<file path="src/rtl/tna_pkg.sv">
package tna_pkg;

  typedef enum logic {
    DIR_RD = 1'b0,
    DIR_WR = 1'b1
  } bus_dir_e;

  // Read mode: should the bus turn to writes?
  function automatic logic enter_write(input int rd, input int wr, input int hi);
    return ((rd == 0) && (wr > 0)) || (wr >= hi);
  endfunction

  // Write mode: should the bus turn back to reads?
  function automatic logic leave_write(input int rd, input int wr, input int lo);
    return ((rd > 0) && (wr <= lo)) || ((rd == 0) && (wr == 0));
  endfunction

  function automatic int max2(input int a, input int b);
    return (a > b) ? a : b;
  endfunction

endpackage

</file>
<file path="src/rtl/tna_dir_policy.sv">
module tna_dir_policy
  import tna_pkg::*;
#(
  parameter int CNT_W = 7,
  parameter int HI_WM = 48,
  parameter int LO_WM = 16
) (
  input  bus_dir_e         dir,
  input  logic             gap_done,
  input  logic [CNT_W-1:0] rd_count,
  input  logic [CNT_W-1:0] wr_count,
  output logic             flip_req
);

  logic want_wr;
  logic want_rd;

  always_comb begin
    want_wr  = enter_write(int'(rd_count), int'(wr_count), HI_WM);
    want_rd  = leave_write(int'(rd_count), int'(wr_count), LO_WM);
    flip_req = gap_done && ((dir == DIR_RD) ? want_wr : want_rd);
  end

endmodule

</file>
<file path="src/rtl/tna_gap_timer.sv">
module tna_gap_timer
  import tna_pkg::*;
#(
  parameter int T_RTW = 4,
  parameter int T_WTR = 6
) (
  input  logic clk,
  input  logic rst_n,
  input  logic load,
  input  logic load_wr,
  output logic done
);

  localparam int GW = $clog2(max2(T_RTW, T_WTR) + 1);

  logic [GW-1:0] cnt_q;

  always_ff @(posedge clk) begin
    if (!rst_n) begin
      cnt_q <= '0;
    end else if (load) begin
      cnt_q <= load_wr ? GW'(T_RTW) : GW'(T_WTR);
    end else if (cnt_q != '0) begin
      cnt_q <= cnt_q - 1'b1;
    end
  end

  assign done = (cnt_q == '0);

  // Direction may only be reconsidered once the gap is closed
  p_load_idle_r8: assert property (@(posedge clk) disable iff (!rst_n)
    load |-> done);

  p_gap_opens_r6: assert property (@(posedge clk) disable iff (!rst_n)
    load |=> !done);

endmodule

</file>
<file path="src/rtl/tna_batch_count.sv">
module tna_batch_count #(
  parameter int CW = 8
) (
  input  logic          clk,
  input  logic          rst_n,
  input  logic          accept,
  input  logic          latch,
  input  logic          from_wr,
  output logic [CW-1:0] rd_batch,
  output logic [CW-1:0] wr_batch
);

  logic [CW-1:0] run_q;
  logic [CW-1:0] run_nx;

  always_comb begin
    run_nx = run_q;
    if (accept && (run_q != {CW{1'b1}})) run_nx = run_q + 1'b1;
  end

  always_ff @(posedge clk) begin
    if (!rst_n) begin
      run_q    <= '0;
      rd_batch <= '0;
      wr_batch <= '0;
    end else if (latch) begin
      run_q <= '0;
      if (from_wr) wr_batch <= run_nx;
      else         rd_batch <= run_nx;
    end else begin
      run_q <= run_nx;
    end
  end

  p_rd_keep_r9: assert property (@(posedge clk) disable iff (!rst_n)
    (latch && from_wr) |=> $stable(rd_batch));

  p_wr_keep_r9: assert property (@(posedge clk) disable iff (!rst_n)
    (latch && !from_wr) |=> $stable(wr_batch));

  p_quiet_r9: assert property (@(posedge clk) disable iff (!rst_n)
    !latch |=> ($stable(rd_batch) && $stable(wr_batch)));

endmodule

</file>
<file path="src/rtl/tna_arbiter.sv">
module tna_arbiter
  import tna_pkg::*;
#(
  parameter int QDEPTH = 64,
  parameter int HI_WM  = 48,
  parameter int LO_WM  = 16,
  parameter int T_RTW  = 4,
  parameter int T_WTR  = 6,
  parameter int CW     = 8,
  parameter int CNT_W  = $clog2(QDEPTH + 1)
) (
  input  logic             clk,
  input  logic             rst_n,
  input  logic [CNT_W-1:0] rd_count,
  input  logic [CNT_W-1:0] wr_count,
  input  logic             issue_fire,
  output logic             dir_wr,
  output logic             issue_ok,
  output logic             prep_ok,
  output logic             dir_flip,
  output logic [CW-1:0]    rd_batch,
  output logic [CW-1:0]    wr_batch
);

  localparam int SW = $clog2(max2(T_RTW, T_WTR) + 2);

  initial begin
    p_params_ok: assert (LO_WM < HI_WM && HI_WM <= QDEPTH && T_RTW >= 1 && T_WTR >= 1)
      else $error("watermark or gap parameters out of range");
  end

  bus_dir_e dir_q;
  logic     gap_done;
  logic     flip_req;
  logic     accept;
  logic     flip_q;

  tna_dir_policy #(.CNT_W(CNT_W), .HI_WM(HI_WM), .LO_WM(LO_WM)) u_policy (
    .dir      (dir_q),
    .gap_done (gap_done),
    .rd_count (rd_count),
    .wr_count (wr_count),
    .flip_req (flip_req)
  );

  tna_gap_timer #(.T_RTW(T_RTW), .T_WTR(T_WTR)) u_gap (
    .clk     (clk),
    .rst_n   (rst_n),
    .load    (flip_req),
    .load_wr (dir_q == DIR_RD),
    .done    (gap_done)
  );

  assign accept = issue_fire && gap_done;

  tna_batch_count #(.CW(CW)) u_batch (
    .clk      (clk),
    .rst_n    (rst_n),
    .accept   (accept),
    .latch    (flip_req),
    .from_wr  (dir_q == DIR_WR),
    .rd_batch (rd_batch),
    .wr_batch (wr_batch)
  );

  always_ff @(posedge clk) begin
    if (!rst_n) begin
      dir_q  <= DIR_RD;
      flip_q <= 1'b0;
    end else begin
      flip_q <= flip_req;
      if (flip_req) dir_q <= (dir_q == DIR_RD) ? DIR_WR : DIR_RD;
    end
  end

  assign dir_wr   = (dir_q == DIR_WR);
  assign issue_ok = gap_done;
  assign prep_ok  = gap_done || (dir_q == DIR_RD);
  assign dir_flip = flip_q;

  // Independent cycle count since the last direction change, for gap checks
  logic [SW-1:0] since_q;
  always_ff @(posedge clk) begin
    if (!rst_n)                       since_q <= {SW{1'b1}};
    else if (flip_req)                since_q <= SW'(1);
    else if (since_q != {SW{1'b1}})   since_q <= since_q + 1'b1;
  end

  p_to_wr_r2: assert property (@(posedge clk) disable iff (!rst_n)
    (!dir_wr && issue_ok && rd_count == '0 && wr_count != '0) |=> dir_wr);

  p_hi_wm_r3: assert property (@(posedge clk) disable iff (!rst_n)
    (!dir_wr && issue_ok && int'(wr_count) >= HI_WM) |=> dir_wr);

  p_hyst_r4: assert property (@(posedge clk) disable iff (!rst_n)
    (dir_wr && rd_count != '0 && int'(wr_count) > LO_WM) |=> dir_wr);

  p_drain_r5: assert property (@(posedge clk) disable iff (!rst_n)
    (dir_wr && rd_count == '0 && wr_count != '0) |=> dir_wr);

  p_rtw_gap_r6: assert property (@(posedge clk) disable iff (!rst_n)
    (dir_wr && int'(since_q) <= T_RTW) |-> (!issue_ok && !prep_ok));

  p_wtr_gap_r7: assert property (@(posedge clk) disable iff (!rst_n)
    (!dir_wr && int'(since_q) <= T_WTR) |-> (!issue_ok && prep_ok));

  p_gap_end_r6: assert property (@(posedge clk) disable iff (!rst_n)
    (int'(since_q) > max2(T_RTW, T_WTR)) |-> issue_ok);

  p_hold_r8: assert property (@(posedge clk) disable iff (!rst_n)
    !issue_ok |=> $stable(dir_wr));

  p_flip_r11: assert property (@(posedge clk) disable iff (!rst_n)
    dir_flip |-> (since_q == SW'(1)));

endmodule

</file>
<file path="config.mk">
export PLATFORM = sky130hd
export DESIGN_NAME = tna_arbiter
export DESIGN_NICKNAME = d
export VERILOG_FILES = /design/src/rtl/tna_pkg.sv /design/src/rtl/tna_dir_policy.sv /design/src/rtl/tna_gap_timer.sv /design/src/rtl/tna_batch_count.sv /design/src/rtl/tna_arbiter.sv
export SDC_FILE = /design/constraint.sdc
export NUM_CORES = 1
export LEC_CHECK = 0
export BUFFER_PORTS_ARGS = -buffer_cell sky130_fd_sc_hd__buf_2
export CORE_MARGIN = 3
export CORE_UTILIZATION = 51
export CTS_CLUSTER_DIAMETER = 30
export CTS_CLUSTER_SIZE = 40
export DETAILED_ROUTE_END_ITERATION = 10
export GPL_ROUTABILITY_DRIVEN = 1
export PLACE_DENSITY_LB_ADDON = 0.1
export SYNTH_ARGS = -nofsm -noshare
export SYNTH_HDL_FRONTEND = slang
export SYNTH_SLANG_ARGS = --single-unit
</file>
<file path="constraint.sdc">
create_clock -name clk -period 2.5 [get_ports clk]
set_clock_uncertainty 0.2 [all_clocks]
set_input_delay 0.125 -clock clk [delete_from_list [all_inputs] [get_ports clk]]
set_output_delay 0.125 -clock clk [all_outputs]
set_load 0.005 [all_outputs]
</file>
==> Implementation_results.wiki, run 1 <==
{| class="wikitable"
! Metric !! Value
|-
| Outcome || completed
|-
| Number of instances in the synthesized netlist || 158
|-
| GR Overflow Total || 0
|-
| Number of diodes || 0
|-
| Largest net degree at the start of global routing || 23
|-
| Relative slew slack || 0.666
|-
| Type of the worst min-delay path || primary input to flip-flop
|-
| Synth cell count leaders || sky130_fd_sc_hd__dfxtp_1 (29), sky130_fd_sc_hd__nand2_1 (20), sky130_fd_sc_hd__nor2_1 (18), sky130_fd_sc_hd__o21ai_0 (10), sky130_fd_sc_hd__nand3_1 (9)
|-
| Number of primary I/O pins || 37
|-
| Number of global-route vias before repair || 1189
|-
| Synthesized netlist net count || between 150 and 200
|-
| Top cells by area in the synthesized netlist || sky130_fd_sc_hd__dfxtp_1 (42%), sky130_fd_sc_hd__nand2_1 (5.5%), sky130_fd_sc_hd__nor2_1 (4.9%)
|-
| Leading cell type by number of instances after synthesis || sky130_fd_sc_hd__dfxtp_1
|-
| Slowest Stage Delay on Critical Path || slightly above 400 ps
|-
| Seq cells post-synth || 29
|-
| Summed negative setup slack over all endpoints || 0 ps
|-
| Fraction of met1 tracks used by global routing || 0.227
|-
| DRC violation count after routing || 0
|-
| Slowest stage cell on the critical path || sky130_fd_sc_hd__mux2_2
|-
| Element type at the critical path end || flip-flop
|-
| Proportion of netlist area held by the largest area contributor || 0.425
|-
| Full die area || about 3300 um^2
|-
| GRT met2 Usage || 0.342
|-
| Dominant register cell in the synthesized netlist || sky130_fd_sc_hd__dfxtp_1
|-
| Resized cells post-CTS || 0
|-
| Worst-path maximum fanout || 6
|-
| # setup viols final || 0
|-
| Dpl cell area || between 1500 and 2000 um^2
|-
| Wire length of the first global-routing pass || about 5000 um
|-
| CP Class || flip-flop to flip-flop
|-
| Asr flop ratio synth || 0
|-
| VDD IR max || roughly 650 uV
|-
| Initial core utilization || 0.542
|-
| Final WL || ~3000 um
|-
| Number of design-rule violations left by the first detailed-router iteration || 33
|-
| Worst slack at placement || approximately 230 ps
|-
| Via count || about 1300
|-
| Post-CTS clock slew at the launch and capture registers of the worst setup and hold paths || around 80 ps
|-
| Final worst setup slack || around 470 ps
|-
| Clock tree from TritonCTS || built
|-
| Initial antenna violation count || 0
|-
| Number of sinks driven by the clock tree || 29
|-
| CP arrival || approximately 2000 ps
|-
| Number of hold-slack violations in the final timing report || 0
|-
| Worst path top cell family by delay || compound AO/OA/AOI/OAI gates
|-
| Clock root buffer || sky130_fd_sc_hd__clkbuf_4
|-
| Minimum clock period || between 2000 and 2500 ps
|-
| DPL Wire Length || 2320 um
|-
| Global-route met3 utilization || 0.0757
|-
| Max Freq || between 0.4 and 0.5 GHz
|-
| Number of cells in the design after placement || 220
|-
| Number of max-capacitance violations reported || 0
|-
| Length of the first detailed-routing pass in iterations || 4
|-
| Number of synthesis warnings || 0
|-
| Final net count || ~220
|-
| Buffer depth of the longest clock path || 2
|-
| Area added between synthesis and finish || 19.2%
|-
| Combined buffer and inverter count along the critical path || 0
|-
| Sequential element share of the synthesized area || 0.425
|-
| Nature of the critical path startpoint || flip-flop
|-
| Core footprint || between 2000 and 3000 um^2
|-
| TritonCTS Buffers || 5
|-
| GRT Total Usage || 0.198
|-
| R2r setup slk || approximately 470 ps
|-
| Pins Over Slew Limit || 0
|-
| CTS H-Tree Depth || 2
|-
| CP Data Required Time || ~2500 ps
|-
| Cell area after layout || ~1600 um^2
|-
| Post-CTS Setup Bufs || 0
|-
| Number of port buffers || 36
|-
| Die Height || ~58 um
|-
| Die Width || a little under 60 um
|-
| Final standard cell count with taps included and fillers excluded || approximately 230
|-
| Gpl congestion || around 0.75
|-
| Standby leakage power || 0.681 nW
|-
| Synth cell types || 37
|-
| Row Count || 18
|-
| Layer with the highest usage after global routing || met2
|-
| Netlist area before placement || 1370 um^2
|-
| Hold buffers post-CTS || 0
|-
| Avg Cell Area, Syn || slightly below 9 um^2
|-
| Post-synth EDFFs || 0
|-
| Share of the cycle needed by the critical path after routing || 0.811
|-
| Clock network latency to the later pin of the worst-skew pair || about 320 ps
|-
| Detailed-route vias per instance || ~5.6
|-
| Measured slew at the worst slew-check pin || slightly below 500 ps
|-
| Detail Route Antenna Nets || 0
|-
| Layout cell share with drive strength beyond 1 || 0.279
|-
| CP Cell Sequence || ha_1 -> nand3_1 -> o21ai_0 -> mux2_2 -> nand3_1 -> o21ai_0
|-
| Leading area contributor after synthesis || sky130_fd_sc_hd__dfxtp_1
|-
| RSZ-0062 raised after global routing || no
|-
| Per-cell routed wire length || approximately 13 um
|-
| PwrDens || 820 nW/um^2
|-
| Final standard cell utilization of the core || 0.646
|}
[report_power, final]
group | leakage, nW | internal, mW | switching [mW]
Combinational | 0.414 | 0.206 | 0.279
Sequential | 0.235 | 0.526 | 0.0461
Clock | 0.0314 | 0.132 | 0.147
[path summary, 6_finish.rpt]
check	end	cells after the start	start
worst min register to register	u_batch.wr_batch[6]	2	u_batch.wr_batch[6]
worst min-delay path	u_batch.run_q[1]	3	rst_n
worst max-delay path	u_batch.rd_batch[1]	6	u_batch.run_q[0]
worst max register to register	u_batch.rd_batch[1]	6	u_batch.run_q[0]
[per-layer routing]
metal | share of wire | vias to the layer above
met1 | 0.43 | 577
li1 | - | 637
met5 | 0 | -
met2 | 0.49 | 43
met3 | 0.078 | 5
met4 | 0.010 | 0
[worst register-to-register path, delay by kind of cell, from the launching register on]
kind	cells	cell delay, ps
compound gates	2	410
simple gates	2	210
fa+ha+maj	1	290
mux	1	410
flops	1	400
[cell type report]
| cell class | instances | area [um^2] |
|---|---|---|
| Clock buffer | 7 | 55.1 |
| Fill cell | 221 | 893 |
| Tap cell | 30 | 37.5 |
| Multi-Input combinational cell | 115 | 723 |
| Sequential cell | 29 | 581 |
| Timing Repair Buffer | 40 | 210 |
| Inverter | 6 | 22.5 |
[cells in the final DEF (no fill, tap or decap), types with 2 or more instances in the layout]
cell type / n
sky130_fd_sc_hd__nor4_1: 2
sky130_fd_sc_hd__nand3_1: 9
sky130_fd_sc_hd__a211oi_1: 6
sky130_fd_sc_hd__inv_1: 6
sky130_fd_sc_hd__nor3_1: 6
sky130_fd_sc_hd__clkbuf_4: 5
sky130_fd_sc_hd__dfxtp_1: 29
sky130_fd_sc_hd__ha_1: 3
sky130_fd_sc_hd__nand4_1: 4
sky130_fd_sc_hd__o21ai_0: 10
sky130_fd_sc_hd__xnor2_1: 3
sky130_fd_sc_hd__mux2i_1: 5
sky130_fd_sc_hd__buf_4: 4
sky130_fd_sc_hd__or3_1: 2
sky130_fd_sc_hd__nand2_1: 20
sky130_fd_sc_hd__nor2_1: 18
sky130_fd_sc_hd__o31a_1: 2
sky130_fd_sc_hd__a21oi_1: 6
sky130_fd_sc_hd__buf_2: 36
sky130_fd_sc_hd__mux2_2: 2
[kinds of logic after synthesis]
group / Yosys count / share of synthesized area
xor+xnor: 3 / 0.0192
buf+inv: 14 / 0.0458
fa+ha+maj: 3 / 0.0275
simple gates: 69 / 0.259
compound gates: 33 / 0.170
mux: 7 / 0.0531
flops: 29 / 0.425
[per-stage QoR]
step                      hold WS, ps  total power [mW]
after floorplan                   151             0.931
after detailed placement          249              1.07
after global placement            246              1.05
final                            8.66              1.34
after global routing             4.33              1.44
after CTS                        2.95              1.34
[state kept, by name, summed over array words and instances, names as in the netlist]
signal	cells
u_batch.rd_batch	8
dir_wr	1
u_gap.cnt_q	3
dir_flip	1
u_batch.run_q	8
u_batch.wr_batch	8
(Power assumes the default switching activity.)
==> inputs of run 2 (changes only) <==
clock period = 2 ns   (was 2.5 ns; I/O delays follow)
==> run 2 against run 1 <==
Against the previous run: register-to-register slack lost 360 ps; critical path depth grew 2; clock power grew 8.2%; sequential power grew 26%; count of clock-buffer cells in the layout shrank 2; sequential share of layout area shrank 2.1 points; first-iteration DRC count shrank 36%; via count grew 1.3%; final cell count grew 4.4%; critical path type unchanged; largest cell class unchanged; highest routed layer unchanged.
==> Implementation_results.wiki, run 2 (synthesis results as in run 1) <==
{| class="wikitable"
! Metric !! Value
|-
| Final standard cell count with taps included and fillers excluded || 237 (+4.4%)
|-
| RSZ-0062 raised after global routing || yes
|-
| Detail Route Antenna Nets || 0 (unchanged)
|-
| Number of primary I/O pins || 37 (unchanged)
|-
| GRT Total Usage || 0.191 (-0.00742)
|-
| Wire length of the first global-routing pass || 4910 um (-4.0%)
|-
| Most common cell after layout, fill and taps aside || sky130_fd_sc_hd__buf_2
|-
| Element type at the critical path end || flip-flop
|-
| Initial core utilization || 0.542 (unchanged)
|-
| Clock network latency to the later pin of the worst-skew pair || 320 ps (about the same)
|-
| Number of cells in the design after placement || 229 (+4.1%)
|-
| Post-CTS clock slew at the launch and capture registers of the worst setup and hold paths || 90 ps (about the same)
|-
| Max Freq || 0.530 GHz (+7.5%)
|-
| Core footprint || 2520 um^2 (unchanged)
|-
| Row Count || 18 (unchanged)
|-
| Layout cell share with drive strength beyond 1 || 0.348 (+0.0686)
|-
| GR Overflow Total || 0 (unchanged)
|-
| Measured slew at the worst slew-check pin || 458 ps (-38.3 ps)
|-
| Minimum clock period || 1890 ps (-141 ps)
|-
| Detailed-route vias per instance || 5.39 (-3.0%)
|-
| Buffer depth of the longest clock path || 2 (unchanged)
|-
| Largest registers || u_batch.rd_batch (8), u_batch.run_q (8), u_batch.wr_batch (8)
|-
| Full die area || 3340 um^2 (unchanged)
|-
| Clock tree from TritonCTS || built
|-
| PnR Total Power || 1.71 mW (+28%)
|-
| Hold buffers post-CTS || 0 (unchanged)
|-
| Length of the first detailed-routing pass in iterations || 4 (unchanged)
|-
| Final WL || 2960 um (-2.3%)
|-
| Largest net degree at the start of global routing || 22 (-4.3%)
|-
| Nature of the critical path startpoint || flip-flop
|-
| Gpl congestion || 0.794 (+6.1%)
|-
| Number of diodes || 0 (unchanged)
|-
| CP Cell Sequence || inv_2 -> ha_4 -> and3b_2 -> nand4_1 -> o21ai_1 -> o311ai_2 -> buf_4 -> mux2i_1
|-
| DPL Wire Length || 2210 um (-4.7%)
|-
| CP Data Required Time || 2050 ps (-460 ps)
|-
| Pins Over Slew Limit || 0 (unchanged)
|-
| Area of the multi-input gates || 744 um^2 (+2.9%)
|-
| TritonCTS Buffers || 5 (unchanged)
|-
| Number of hold-slack violations in the final timing report || 0 (unchanged)
|-
| Clock root buffer || sky130_fd_sc_hd__clkbuf_4
|-
| Number of port buffers || 36 (unchanged)
|-
| Slowest Stage Delay on Critical Path || 310 ps (-100 ps)
|-
| Number of max-capacitance violations reported || 0 (unchanged)
|-
| Per-cell routed wire length || 12.5 um (-6.5%)
|-
| VDD IR max || 760 uV (+18%)
|-
| Number of sinks driven by the clock tree || 29 (unchanged)
|-
| Share of the cycle needed by the critical path after routing || 0.943 (+0.132)
|-
| PwrDens || 988 nW/um^2 (+21%)
|-
| Worst-path maximum fanout || 6 (unchanged)
|-
| Type of the worst min-delay path || primary input to flip-flop
|-
| Slowest stage cell on the critical path || sky130_fd_sc_hd__dfxtp_1
|-
| # setup viols final || 0 (unchanged)
|-
| Number of design-rule violations left by the first detailed-router iteration || 21 (-36%)
|-
| Area added between synthesis and finish || 26.9%
|-
| Die Width || 57.8 um (unchanged)
|-
| Count of filler cells inserted in the layout || 206 (-6.8%)
|-
| Via count || 1278 (+1.3%)
|-
| Number of global-route vias before repair || 1135 (-4.5%)
|-
| Standby leakage power || 0.733 nW (+7.5%)
|-
| CP arrival || 1930 ps (-110 ps)
|-
| Initial antenna violation count || 0 (unchanged)
|-
| Final net count || 228 (+5.1%)
|-
| CTS H-Tree Depth || 2 (unchanged)
|-
| Area used by sequential logic in the layout || 582 um^2 (+0.22%)
|-
| Die Height || 57.8 um (unchanged)
|-
| Commonest non-fill, non-tap cells in the layout || sky130_fd_sc_hd__buf_2 (36), sky130_fd_sc_hd__dfxtp_1 (28), sky130_fd_sc_hd__nand2_1 (20)
|-
| Relative slew slack || 0.694 (+0.0282)
|-
| CP Class || flip-flop to flip-flop
|-
| Outcome || completed
|-
| DRC violation count after routing || 0 (unchanged)
|}
==> run 2: cell types whose count changed in the layout (fill, tap and decap cells not counted), sizes merged <==
cell	before	now
buf	40	51
clkbuf	7	5
clkinv	0	1
==> run 2: power breakdown <==
part	switching [mW]	internal [mW]
Combinational	0.369	0.323
Clock	0.181	0.121
Sequential	0.0605	0.659
Total	0.610	1.10
==> run 2: routing by layer <==
metal  GRT usage  routed length, um  share of wire  vias to the layer above
met2       0.326               1380           0.47                       33
li1            -                  -              -                      661
met3      0.0690                198          0.067                        3
met1       0.226               1360           0.46                      581
met4      0.0497                 21         0.0071                        0
met5           0                  0              0                        -
==> run 2: final cells by class <==
type | count | share of cell area
inverter | 6 | 0.0130
tap | 30 | 0.0216
clock inverter | 1 | 0.00289
multi-input combinational | 115 | 0.429
clock buffer | 5 | 0.0216
sequential | 29 | 0.335
timing repair buffer | 51 | 0.176
==> run 2: stage by stage <==
| stage | cell area (um^2) | util | hold WS, ps | setup slack, ps | TNS [ps] |
|---|---|---|---|---|---|
| after detailed placement | 1650 | 0.656 | 248 | -185 | -2340 |
| after floorplan | 1370 | - | 126 | 9.89 | 0 |
| after global routing | 1730 | 0.688 | 36.0 | 8.29 | 0 |
| final | 1730 | 0.688 | 23.7 | 114 | 0 |
| after global placement | 1650 | 0.656 | 239 | -141 | -1710 |
| after CTS | 1700 | 0.673 | 17.2 | 53.9 | 0 |
==> run 2: worst max-delay path: cells and delay by family (launching register included) <==
| family | cells | cell delay [ps] |
|---|---|---|
| and+or+nand+nor | 2 | 450 |
| AOI/OAI and AO/OA | 2 | 330 |
| adders and majority gates | 1 | 140 |
| DFF | 1 | 310 |
| buffers and inverters | 2 | 240 |
| muxes | 1 | 140 |
==> run 2: worst paths after layout <==
path,start,slack (ps),depth (start not counted),to
hold / removal,rst_n,20,4,u_batch.run_q[1]
hold reg to reg,u_batch.wr_batch[2],260,2,u_batch.wr_batch[2]
setup reg to reg,u_gap.cnt_q[1],110,8,u_batch.rd_batch[7]
setup / recovery,u_gap.cnt_q[1],110,8,u_batch.rd_batch[7]
==> run 2: timing repair <==
action                                  in CTS  in global routing
gates resized for setup                      2                  8
endpoints found under the setup margin       3                  9
buffers inserted                             0                  2
pin swaps                                    0                  4
==> inputs of run 3 (changes only) <==
PLACE_DENSITY = 0.84   (was unset)
PLACE_DENSITY_LB_ADDON = unset   (was 0.1)
SETUP_SLACK_MARGIN = 0.2   (was unset)
==> run 3 against run 2 <==
Against the previous run: setup slack got worse by 33 ps; count of clock-buffer cells in the layout up 2; first-iteration DRC count grew to 3.3 times the previous value; clock power rose by 37%; sequential power up 2.9%; global-route usage up 4.1 points; flip-flop and latch count did not move; critical path depth fell by 1; critical path type unchanged; highest routed layer unchanged.
==> Implementation_results.wiki, run 3 (synthesis results as in run 1) <==
{| class="wikitable"
! Metric !! Value
|-
| Slowest Stage Delay on Critical Path || 340 ps (+30 ps)
|-
| Clock network latency to the later pin of the worst-skew pair || 340 ps (+20 ps)
|-
| CP Class || flip-flop to flip-flop
|-
| Reg2reg path depth || 7 (-1)
|-
| Worst-path maximum fanout || 6 (unchanged)
|-
| Initial antenna violation count || 0 (unchanged)
|-
| Commonest non-fill, non-tap cells in the layout || sky130_fd_sc_hd__buf_2 (36), sky130_fd_sc_hd__dfxtp_1 (23), sky130_fd_sc_hd__nand2_1 (20)
|-
| Standby leakage power || 0.831 nW (+13%)
|-
| TritonCTS Buffers || 5 (unchanged)
|-
| Measured slew at the worst slew-check pin || 545 ps (+86.3 ps)
|-
| Final standard cell utilization of the core || 0.789 (+0.102)
|-
| Slowest stage cell on the critical path || sky130_fd_sc_hd__dfxtp_2
|-
| PnR Total Power || 2.17 mW (+27%)
|-
| Outcome || completed
|-
| Wire length of the first global-routing pass || 5940 um (+21%)
|-
| Summed negative setup slack over all endpoints || 0 ps (unchanged)
|-
| CP Cell Sequence || inv_2 -> ha_4 -> and3b_2 -> nand4_1 -> o21ai_2 -> o311ai_2 -> mux2i_1
|-
| Number of diodes || 0 (unchanged)
|-
| RSZ-0062 raised after global routing || yes
|-
| Hold Crit Start || rst_n
|-
| CTS H-Tree Depth || 2 (unchanged)
|-
| DRC violation count after routing || 0 (unchanged)
|-
| Type of the worst min-delay path || primary input to flip-flop
|-
| GR Overflow Total || 0 (unchanged)
|-
| Global-route met3 utilization || 0.0713 (+0.00223)
|-
| Number of max-capacitance violations reported || 0 (unchanged)
|-
| Fraction of met1 tracks used by global routing || 0.263 (+0.0368)
|-
| Per-cell routed wire length || 16.6 um (+33%)
|-
| Layer with the highest usage after global routing || met2
|-
| Number of primary I/O pins || 37 (unchanged)
|-
| Area used by sequential logic in the layout || 588 um^2 (+1.1%)
|-
| Pins Over Slew Limit || 0 (unchanged)
|-
| DPL Wire Length || 2390 um (+8.1%)
|-
| Initial core utilization || 0.542 (unchanged)
|-
| Combined buffer and inverter count along the critical path || 1 (-1)
|-
| Via count || 1446 (+13%)
|-
| Core footprint || 2520 um^2 (unchanged)
|-
| Length of the first detailed-routing pass in iterations || 4 (unchanged)
|-
| Area of the multi-input gates || 861 um^2 (+16%)
|-
| Count of filler cells inserted in the layout || 168 (-18%)
|-
| Worst slack at placement || -126 ps (+58.7 ps)
|-
| Area added between synthesis and finish || 45.7%
|-
| Worst path top cell family by delay || simple AND/OR/NAND/NOR gates
|-
| Detail Route Antenna Nets || 0 (unchanged)
|-
| PwrDens || 1090 nW/um^2 (+10%)
|-
| Die Width || 57.8 um (unchanged)
|-
| Nature of the critical path startpoint || flip-flop
|-
| Most common cell after layout, fill and taps aside || sky130_fd_sc_hd__buf_2
|-
| Endpoint of the most critical register-to-register path || u_batch.wr_batch[7]
|-
| Largest net degree at the start of global routing || 22 (unchanged)
|-
| Clock root buffer || sky130_fd_sc_hd__clkbuf_4
|-
| CP Data Required Time || 2060 ps (about the same)
|-
| GRT Total Usage || 0.231 (+0.0406)
|-
| Hold Crit Depth || 4 (unchanged)
|-
| R2r setup slk || 80 ps (-30 ps)
|-
| Share of the cycle needed by the critical path after routing || 0.960 (+0.0165)
|-
| Layout cell share with drive strength beyond 1 || 0.470 (+0.122)
|-
| FF-to-FF Start || u_gap.cnt_q[0]
|-
| Hold buffers post-CTS || 0 (unchanged)
|-
| Final net count || 238 (+4.4%)
|-
| Number of global-route vias before repair || 1338 (+18%)
|-
| GRT met2 Usage || 0.387 (+0.0613)
|-
| Full die area || 3340 um^2 (unchanged)
|-
| Number of sinks driven by the clock tree || 29 (unchanged)
|-
| Die Height || 57.8 um (unchanged)
|-
| Row Count || 18 (unchanged)
|-
| Number of port buffers || 36 (unchanged)
|-
| Detailed-route vias per instance || 5.81 (+7.7%)
|-
| VDD IR max || 1090 uV (+43%)
|-
| CP arrival || 1970 ps (+40 ps)
|-
| Clock tree from TritonCTS || built
|-
| Number of design-rule violations left by the first detailed-router iteration || 69 (+230%)
|-
| Post-CTS clock slew at the launch and capture registers of the worst setup and hold paths || 100 ps (about the same)
|-
| Worst Hold Endpoint || u_batch.run_q[1]
|-
| # setup viols final || 0 (unchanged)
|-
| Gpl congestion || 0.883 (+11%)
|-
| Max Freq || 0.521 GHz (-1.7%)
|-
| Buffer depth of the longest clock path || 2 (unchanged)
|-
| Number of hold-slack violations in the final timing report || 0 (unchanged)
|-
| Final worst setup slack || 80.9 ps (-33.0 ps)
|-
| Element type at the critical path end || flip-flop
|-
| Final WL || 4120 um (+40%)
|-
| Largest registers || u_batch.rd_batch (8), u_batch.run_q (8), u_batch.wr_batch (8)
|-
| Relative slew slack || 0.637 (-0.0576)
|-
| Minimum clock period || 1920 ps (+33.0 ps)
|}
-- run 3: cell count changes in the layout (fill, tap and decap cells not counted), moves of 3 or more --
cell | before | now
sky130_fd_sc_hd__buf_4 | 14 | 18
sky130_fd_sc_hd__buf_6 | 0 | 5
sky130_fd_sc_hd__dfxtp_1 | 28 | 23
sky130_fd_sc_hd__dfxtp_2 | 1 | 6
sky130_fd_sc_hd__o21ai_0 | 8 | 5
sky130_fd_sc_hd__xnor2_1 | 3 | 0
-- run 3: worst max path at each step --
| stage | from | depth (start not counted) | slack (ps) | endpoint |
|---|---|---|---|---|
| final | u_gap.cnt_q[0] | 7 | 80 | u_batch.wr_batch[7] |
| after global routing | u_gap.cnt_q[0] | 8 | 7 | u_batch.rd_batch[5] |
| after CTS | u_gap.cnt_q[0] | 6 | 160 | u_batch.wr_batch[7] |
| after detailed placement | rd_count[2] | 6 | -130 | u_batch.run_q[3] |
| after global placement | rd_count[2] | 6 | -80 | u_batch.run_q[5] |
| after floorplan | rd_count[2] | 5 | 100 | u_batch.run_q[4] |
-- run 3: power by group --
group	leakage, nW	total [mW]	internal [mW]	switching, mW
Combinational	0.551	1.01	0.528	0.485
Sequential	0.238	0.741	0.662	0.0791
Clock	0.0413	0.415	0.203	0.212
Total	0.831	2.17	1.39	0.776
-- run 3: area by class of cell --
class                   count  area share
clock inverters             1     0.00251
well taps                  30      0.0189
flip-flops and latches     29       0.295
inverters                   6      0.0113
clock buffers               7      0.0327
repair buffers             61       0.207
multi-input cells         115       0.432
-- run 3: worst min-delay path: cells and delay by family --
family	cells	cell delay (ps)
simple gates	2	110
buf+inv	2	310
-- run 3: metrics by stage --
step / std cells / hold WS (ps) / area (um^2)
floorplan: 158 / 51.4 / 1400
global placement: 226 / 245 / 1650
detailed placement: 226 / 248 / 1650
CTS: 240 / 9.01 / 1820
global route: 249 / 23.5 / 1990
finish: 249 / 22.8 / 1990
-- run 3: timing repair --
action,in CTS,in global routing
buffers inserted,6,9
resized for setup,13,23
gates cloned,0,0
endpoints found under the setup margin,25,26
pin swaps,12,10
-- run 3: routing by layer --
| layer | up-vias | wire (um) |
|---|---|---|
| met1 | 692 | 1750 |
| met3 | 13 | 228 |
| li1 | 684 | - |
| met4 | 0 | 106 |
| met5 | - | 0 |
| met2 | 57 | 2040 |
